## config.mk

```make
export PLATFORM = sky130hd
export DESIGN_NAME = ldst_addr_unit
export DESIGN_NICKNAME = d
export VERILOG_FILES = /design/src/rtl/lsau_pkg.sv /design/src/rtl/lsau_ptr_bank.sv /design/src/rtl/lsau_addr_gen.sv /design/src/rtl/ldst_addr_unit.sv
export SDC_FILE = /design/constraint.sdc
export NUM_CORES = 1
export LEC_CHECK = 0
export BUFFER_PORTS_ARGS = -buffer_cell sky130_fd_sc_hd__clkbuf_2
export CORE_ASPECT_RATIO = 0.9
export CORE_UTILIZATION = 58
export CTS_CLUSTER_SIZE = 16
export DETAILED_ROUTE_END_ITERATION = 16
export GPL_TIMING_DRIVEN = 1
export PLACE_DENSITY = 0.81
export SETUP_SLACK_MARGIN = 0.3
export SYNTH_ARGS = -nofsm -noshare
export SYNTH_HDL_FRONTEND = slang
export SYNTH_SLANG_ARGS = --single-unit
```

## constraint.sdc

```tcl
create_clock -name clk -period 4.6 [get_ports clk]
set_input_delay 0.92 -clock clk [delete_from_list [all_inputs] [get_ports clk]]
set_output_delay 0.92 -clock clk [all_outputs]
set_load 0.03 [all_outputs]
```

## src/rtl/lsau_pkg.sv

```systemverilog
package lsau_pkg;
    localparam int ADDR_W = 16;
    localparam int DATA_W = 8;
    localparam int REG_W  = 5;
    localparam int DISP_W = 6;
    localparam int NPTR   = 4;
    localparam int SEL_W  = $clog2(NPTR);

    typedef enum logic [3:0] {
        M_PLAIN   = 4'd0,
        M_POSTINC = 4'd1,
        M_PREDEC  = 4'd2,
        M_DISP    = 4'd3,
        M_DIRECT  = 4'd4,
        M_PUSH    = 4'd5,
        M_POP     = 4'd6,
        M_PROG    = 4'd7,
        M_SETPTR  = 4'd8
    } mode_e;

    localparam logic [1:0] PS_X  = 2'd0;
    localparam logic [1:0] PS_Y  = 2'd1;
    localparam logic [1:0] PS_Z  = 2'd2;
    localparam logic [1:0] PS_SP = 2'd3;

    typedef enum logic [1:0] {
        ST_IDLE = 2'd0,
        ST_DACC = 2'd1,
        ST_PM1  = 2'd2,
        ST_PM2  = 2'd3
    } state_e;
endpackage

```

## src/rtl/lsau_ptr_bank.sv

```systemverilog
module lsau_ptr_bank #(
    parameter int AW    = 16,
    parameter int N     = 4,
    parameter int SW    = $clog2(N)
) (
    input  logic            clk,
    input  logic            rst_n,
    input  logic            wr_en,
    input  logic [SW-1:0]   wr_sel,
    input  logic [AW-1:0]   wr_val,
    output logic [N*AW-1:0] ptrs
);
    for (genvar i = 0; i < N; i++) begin : g_slot
        logic [AW-1:0] p_d, p_q;

        always_comb begin
            p_d = p_q;
            if (wr_en && (wr_sel == SW'(i)))
                p_d = wr_val;
        end

        always_ff @(posedge clk) begin
            if (!rst_n) p_q <= '0;
            else        p_q <= p_d;
        end

        assign ptrs[i*AW +: AW] = p_q;
    end
endmodule

```

## src/rtl/lsau_addr_gen.sv

```systemverilog
module lsau_addr_gen
    import lsau_pkg::*;
#(
    parameter int AW = 16,
    parameter int QW = 6,
    parameter int N  = 4
) (
    input  logic [3:0]      mode,
    input  logic [1:0]      sel,
    input  logic [QW-1:0]   disp,
    input  logic [AW-1:0]   imm,
    input  logic [N*AW-1:0] ptrs,
    output logic            legal,
    output logic            dacc,
    output logic            push,
    output logic            pop,
    output logic            prog,
    output logic [AW-1:0]   addr,
    output logic            ptr_we,
    output logic [1:0]      ptr_wsel,
    output logic [AW-1:0]   ptr_wval
);
    localparam logic [AW-1:0] ONE = AW'(1);

    logic [AW-1:0] base, zval, spv, qext;
    logic          idx_ok;

    assign base   = ptrs[sel*AW +: AW];
    assign zval   = ptrs[PS_Z*AW +: AW];
    assign spv    = ptrs[PS_SP*AW +: AW];
    assign qext   = {{(AW-QW){1'b0}}, disp};
    assign idx_ok = (sel != PS_SP);

    always_comb begin
        legal    = 1'b0;
        dacc     = 1'b0;
        push     = 1'b0;
        pop      = 1'b0;
        prog     = 1'b0;
        addr     = base;
        ptr_we   = 1'b0;
        ptr_wsel = sel;
        ptr_wval = base;
        unique case (mode_e'(mode))
            M_PLAIN: begin
                legal = idx_ok;
                dacc  = idx_ok;
            end
            M_POSTINC: begin
                legal    = idx_ok;
                dacc     = idx_ok;
                ptr_we   = idx_ok;
                ptr_wval = base + ONE;
            end
            M_PREDEC: begin
                legal    = idx_ok;
                dacc     = idx_ok;
                addr     = base - ONE;
                ptr_we   = idx_ok;
                ptr_wval = base - ONE;
            end
            M_DISP: begin
                legal = (sel == PS_Y) || (sel == PS_Z);
                dacc  = legal;
                addr  = base + qext;
            end
            M_DIRECT: begin
                legal = 1'b1;
                dacc  = 1'b1;
                addr  = imm;
            end
            M_PUSH: begin
                legal    = 1'b1;
                push     = 1'b1;
                addr     = spv;
                ptr_we   = 1'b1;
                ptr_wsel = PS_SP;
                ptr_wval = spv - ONE;
            end
            M_POP: begin
                legal    = 1'b1;
                pop      = 1'b1;
                addr     = spv + ONE;
                ptr_we   = 1'b1;
                ptr_wsel = PS_SP;
                ptr_wval = spv + ONE;
            end
            M_PROG: begin
                legal = 1'b1;
                prog  = 1'b1;
                addr  = zval;
            end
            M_SETPTR: begin
                legal    = 1'b1;
                ptr_we   = 1'b1;
                ptr_wval = imm;
            end
            default: ;
        endcase
    end
endmodule

```

## src/rtl/ldst_addr_unit.sv

```systemverilog
module ldst_addr_unit
    import lsau_pkg::*;
#(
    parameter int AW = lsau_pkg::ADDR_W,
    parameter int DW = lsau_pkg::DATA_W,
    parameter int RW = lsau_pkg::REG_W,
    parameter int QW = lsau_pkg::DISP_W
) (
    input  logic          clk,
    input  logic          rst_n,
    input  logic          op_valid,
    input  logic [3:0]    op_mode,
    input  logic [1:0]    op_ptr,
    input  logic [QW-1:0] op_disp,
    input  logic [AW-1:0] op_addr,
    input  logic          op_is_store,
    input  logic [RW-1:0] op_rd,
    input  logic [DW-1:0] op_wdata,
    output logic          busy,
    output logic [AW-1:0] dm_addr,
    output logic          dm_we,
    output logic          dm_re,
    output logic [DW-1:0] dm_wdata,
    input  logic [DW-1:0] dm_rdata,
    output logic [AW-1:0] pm_addr,
    output logic          pm_re,
    input  logic [DW-1:0] pm_rdata,
    output logic          rf_we,
    output logic [RW-1:0] rf_waddr,
    output logic [DW-1:0] rf_wdata
);
    localparam int NP = lsau_pkg::NPTR;

    typedef struct packed {
        state_e        st;
        logic [AW-1:0] addr;
        logic          we;
        logic          re;
        logic [DW-1:0] wd;
        logic [RW-1:0] rd;
        logic          rfwe;
        logic [RW-1:0] rfwa;
        logic [DW-1:0] rfwd;
        logic [DW-1:0] hold;
    } ctl_t;

    ctl_t ctl_d, ctl_q;

    logic [NP*AW-1:0] ptrs;
    logic             g_legal, g_dacc, g_push, g_pop, g_prog, g_pwe;
    logic [AW-1:0]    g_addr, g_pwval;
    logic [1:0]       g_pwsel;
    logic             accept;

    lsau_addr_gen #(.AW(AW), .QW(QW), .N(NP)) u_agen (
        .mode     (op_mode),
        .sel      (op_ptr),
        .disp     (op_disp),
        .imm      (op_addr),
        .ptrs     (ptrs),
        .legal    (g_legal),
        .dacc     (g_dacc),
        .push     (g_push),
        .pop      (g_pop),
        .prog     (g_prog),
        .addr     (g_addr),
        .ptr_we   (g_pwe),
        .ptr_wsel (g_pwsel),
        .ptr_wval (g_pwval)
    );

    assign accept = op_valid && (ctl_q.st == ST_IDLE) && g_legal;

    lsau_ptr_bank #(.AW(AW), .N(NP), .SW(2)) u_ptrs (
        .clk    (clk),
        .rst_n  (rst_n),
        .wr_en  (accept && g_pwe),
        .wr_sel (g_pwsel),
        .wr_val (g_pwval),
        .ptrs   (ptrs)
    );

    always_comb begin
        ctl_d      = ctl_q;
        ctl_d.we   = 1'b0;
        ctl_d.re   = 1'b0;
        ctl_d.rfwe = 1'b0;
        unique case (ctl_q.st)
            ST_IDLE: begin
                if (accept) begin
                    ctl_d.addr = g_addr;
                    ctl_d.rd   = op_rd;
                    if (g_dacc || g_push || g_pop) begin
                        ctl_d.st = ST_DACC;
                        if (g_push || (g_dacc && op_is_store)) begin
                            ctl_d.we = 1'b1;
                            ctl_d.wd = op_wdata;
                        end else begin
                            ctl_d.re = 1'b1;
                        end
                    end else if (g_prog) begin
                        ctl_d.st = ST_PM1;
                    end
                end
            end
            ST_DACC: begin
                ctl_d.st = ST_IDLE;
                if (ctl_q.re) begin
                    ctl_d.rfwe = 1'b1;
                    ctl_d.rfwa = ctl_q.rd;
                    ctl_d.rfwd = dm_rdata;
                end
            end
            ST_PM1: begin
                ctl_d.hold = pm_rdata;
                ctl_d.st   = ST_PM2;
            end
            ST_PM2: begin
                ctl_d.st   = ST_IDLE;
                ctl_d.rfwe = 1'b1;
                ctl_d.rfwa = '0;
                ctl_d.rfwd = ctl_q.hold;
            end
            default: ctl_d.st = ST_IDLE;
        endcase
    end

    always_ff @(posedge clk) begin
        if (!rst_n) begin
            ctl_q    <= '0;
            ctl_q.st <= ST_IDLE;
        end else begin
            ctl_q <= ctl_d;
        end
    end

    assign busy     = (ctl_q.st != ST_IDLE);
    assign dm_addr  = ctl_q.addr;
    assign dm_we    = ctl_q.we;
    assign dm_re    = ctl_q.re;
    assign dm_wdata = ctl_q.wd;
    assign pm_addr  = ctl_q.addr;
    assign pm_re    = (ctl_q.st == ST_PM1);
    assign rf_we    = ctl_q.rfwe;
    assign rf_waddr = ctl_q.rfwa;
    assign rf_wdata = ctl_q.rfwd;
endmodule

```

==> metrics.cfg <==
[clock_tree]
post_cts_buffers=0
clkLatencyLatePin_ns=0.43
cts_hold_buf=0
htree_levels=4
cts_sinks=119
cts.clk_slew.worst_paths_ns=0.06
cts_buffers=17
cts.path.max_buffers=2
cts_root_buf=clkbuf_16
cts_tree=built
post_cts_resized=0

[finish]
multi_input_area_sq_mm=0.00470
nets=1086
fillers=1098
antennaDiodeCount=0
area_growth_pct=12.1
drive_gt1_share_pct=21.2
seq_area_sq_mm=0.00238

[route]
ant_nets=0
avgRoutedWirePerCell_microns=20.5
avgViaCountPerCell=6.64
drc_errors=0
via_count=7907
firstDrtPassIters=6
drtIter0Drc=1165
drt_wl_total_mm=24.4

[yosys]
synth_edf_count=0
async_flop_share_pct=0
syn_inst=982
synth_ff_type=dfxtp_1
ys_ff_latch=119
yosysWarnings=0
yosysUniqueCellTypes=75
synth_fp_nets=1055
synth.avg_cell_area_sq_um=7.97
synth_area_sq_mm=0.00782
yosysSeqAreaShare_pct=30.5

[worst_setup_path]
reg2reg_depth=11
r2r-start=u_ptrs.g_slot[3].p_q[0]
r2r-end=dm_addr[8]
arrival_ns=4.07
cp-start-kind=primary input
endpoint_kind=register
reg2reg_slack_ns=1.10
cp.required_ns=4.89
critPathMaxFanout=9
worstSetupPathType=in2reg

[global_routing]
grt_pass1_vias=6961
grt_pass1_wl_mm=38.1
grt_busiest_layer=met2
grtUsageMet3_pct=11.8
grtUsageMet2_pct=49.8
grt_max_degree=63
grt_use_total_pct=34.9
overflow=0
met1_usage_pct=49.3
antenna_found_initial=0

[placed_design]
place_ws_ns=0.523
place.gp.congestion=1.04
dp_hpwl_mm=17.7
portBuffers=118

[sta]
slew_viol_final=0
rsz0062_at_grt=false
period_minus_slack_ns=3.78
hold_violations=0
fmax_ghz=0.265
post-route-period-util_pct=82.2
setup_violations=0
whs_ns=0.454
fin_skew_ns=0.0116
worst_slack_ns=0.821
timing.setup.tns_ns=0
max_slew_margin_pct=16.0
worst_pin_slew_ns=1.25

[status]
status=finished clean

[power_and_ir_drop]
power_density_mw_per_mm2=330
leakage_nw=3.39
peakVddDrop_mv=0.332

[floorplanning]
die_width_microns=124
ios=119
die_area_sq_mm=0.0140
row_count=39
initial_core_util_pct=60.5
die_h_microns=112
core_area_sq_mm=0.0129

[job]
drv_cap=0

[min_path]
hp-class=reg2reg
hold_start=ctl_q[3]
hold_path_depth=2
hold_path_end=ctl_q[3]

layer usage:
metal / vias up / share of wire (%) / wire (microns)
met2: 536 / 42 / 10200
met4: 0 / 2.6 / 636
met1: 3689 / 42 / 10100
met5: - / 0 / 0
met3: 77 / 14 / 3400
li1: 3605 / - / -
logic make-up (layout without fill, tap and decap cells):
group | after synthesis | after routing | share of synthesized area [%]
AOI/OAI and AO/OA | 285 | 285 | 23.7
DFF | 119 | 119 | 30.5
xor gates and xnor gates | 50 | 50 | 5.60
muxes | 39 | 39 | 7.61
and+or+nand+nor | 329 | 329 | 20.6
buffers and inverters | 148 | 192 | 9.98
adders and majority gates | 12 | 12 | 2.02
metrics by stage:
| step | util, % | power, mW | cells | instance area (sq um) |
|---|---|---|---|---|
| floorplan | - | 1.36 | 982 | 7820 |
| global placement | 62.9 | 1.46 | 1158 | 8130 |
| detailed placement | 62.9 | 1.46 | 1158 | 8130 |
| CTS | 67.8 | 2.89 | 1190 | 8770 |
| global route | 67.8 | 2.98 | 1190 | 8770 |
| finish | 67.8 | 2.89 | 1190 | 8770 |
flip-flops by register name (all words and copies together) (netlist names):
name and flops:
u_ptrs.g_slot.p_q 64, dm_addr 16, ctl_q 15, rf_wdata 8, rf_we 1, dm_we 1, rf_waddr 5, dm_re 1
dm_wdata 8
cells in the final DEF, fill, tap and decap left out, drive strengths merged, types with 5 or more instances in the layout:
| master | n |
|---|---|
| clkbuf | 137 |
| dfxtp | 119 |
| nand2 | 104 |
| nor2 | 86 |
| a21oi | 76 |
| o21ai | 71 |
| nand3 | 28 |
| xor2 | 25 |
| xnor2 | 25 |
| buf | 25 |
| a211oi | 24 |
| nor3 | 24 |
| mux2i | 22 |
| inv | 20 |
| a22oi | 17 |
| mux4 | 16 |
| o22ai | 15 |
| a221oi | 15 |
| o211ai | 14 |
| or3 | 14 |
| nand2b | 11 |
| ha | 11 |
| nor4 | 10 |
| or4 | 9 |
| nand4 | 8 |
| or2 | 7 |
| nor2b | 6 |
| a31oi | 6 |
| a2111oi | 6 |
| o31ai | 5 |
| a32o | 5 |
| and2 | 5 |
| clkinv | 5 |
area by class of cell:
cell class / count / area share (%)
Tap cell: 164 / 2.34
Clock buffer: 19 / 5.05
Inverter: 17 / 0.728
Clock inverter: 13 / 2.21
Sequential cell: 119 / 27.2
Timing Repair Buffer: 143 / 8.88
Multi-Input combinational cell: 715 / 53.6
report_power, final:
part	switching, mW	internal (mW)
registers	0.0199	1.05
logic	0.251	0.132
clock network	0.510	0.927
synth_stat cells (4+ instances only):
library cell | instances | area share [%]
a2111oi_0 | 6 | 0.67
nand3_1 | 28 | 1.8
nor2_1 | 86 | 4.1
xnor2_1 | 25 | 2.8
nand4_1 | 8 | 0.64
and3_1 | 4 | 0.32
o21ai_0 | 65 | 4.2
a32o_1 | 5 | 0.64
inv_1 | 16 | 0.77
a31oi_1 | 6 | 0.48
nand2b_1 | 11 | 0.88
or4_1 | 7 | 0.67
nand2_1 | 104 | 5.0
buf_1 | 4 | 0.19
nor2b_1 | 6 | 0.48
a22oi_1 | 17 | 1.6
o21ai_1 | 6 | 0.38
a21oi_1 | 75 | 4.8
dfxtp_1 | 119 | 30
and2_1 | 4 | 0.32
a221oi_1 | 15 | 1.7
nor4_1 | 8 | 0.64
clkbuf_1 | 64 | 3.1
mux4_2 | 15 | 4.3
a211oi_1 | 23 | 2.2
nor3_1 | 23 | 1.5
buf_2 | 6 | 0.38
o22ai_1 | 15 | 1.2
o31ai_1 | 5 | 0.48
ha_1 | 11 | 1.8
or3_1 | 12 | 0.96
xor2_1 | 25 | 2.8
buf_4 | 56 | 5.4
o211ai_1 | 13 | 1.2
mux2i_1 | 22 | 2.8
or2_2 | 7 | 0.56
critical path, stage by stage:
cell,delay (ns)
clkbuf_2,0.25
mux4_2,0.66
ha_1,0.27
inv_1,0.08
fa_1,0.21
nor2b_1,0.07
o31a_1,0.28
o221ai_1,0.45
or3_1,0.19
a21oi_1,0.05
a2111oi_0,0.50
a21oi_1,0.12
worst max-delay path by stage:
stage               from                  endpoint  slack (ns)  depth (start not counted)
6_report       op_ptr[0]                dm_addr[8]        0.82                         12
3_5_place_dp   op_ptr[1]  u_ptrs.g_slot[1].p_q[15]        0.52                          9
3_3_place_gp   op_ptr[0]                dm_addr[8]        0.55                         12
5_1_grt        op_ptr[0]                dm_addr[8]        0.73                         12
4_1_cts        op_ptr[0]                dm_addr[8]        0.94                         12
2_1_floorplan  op_ptr[0]               dm_addr[15]        0.79                         11
Power figures use the tool's default switching activity.
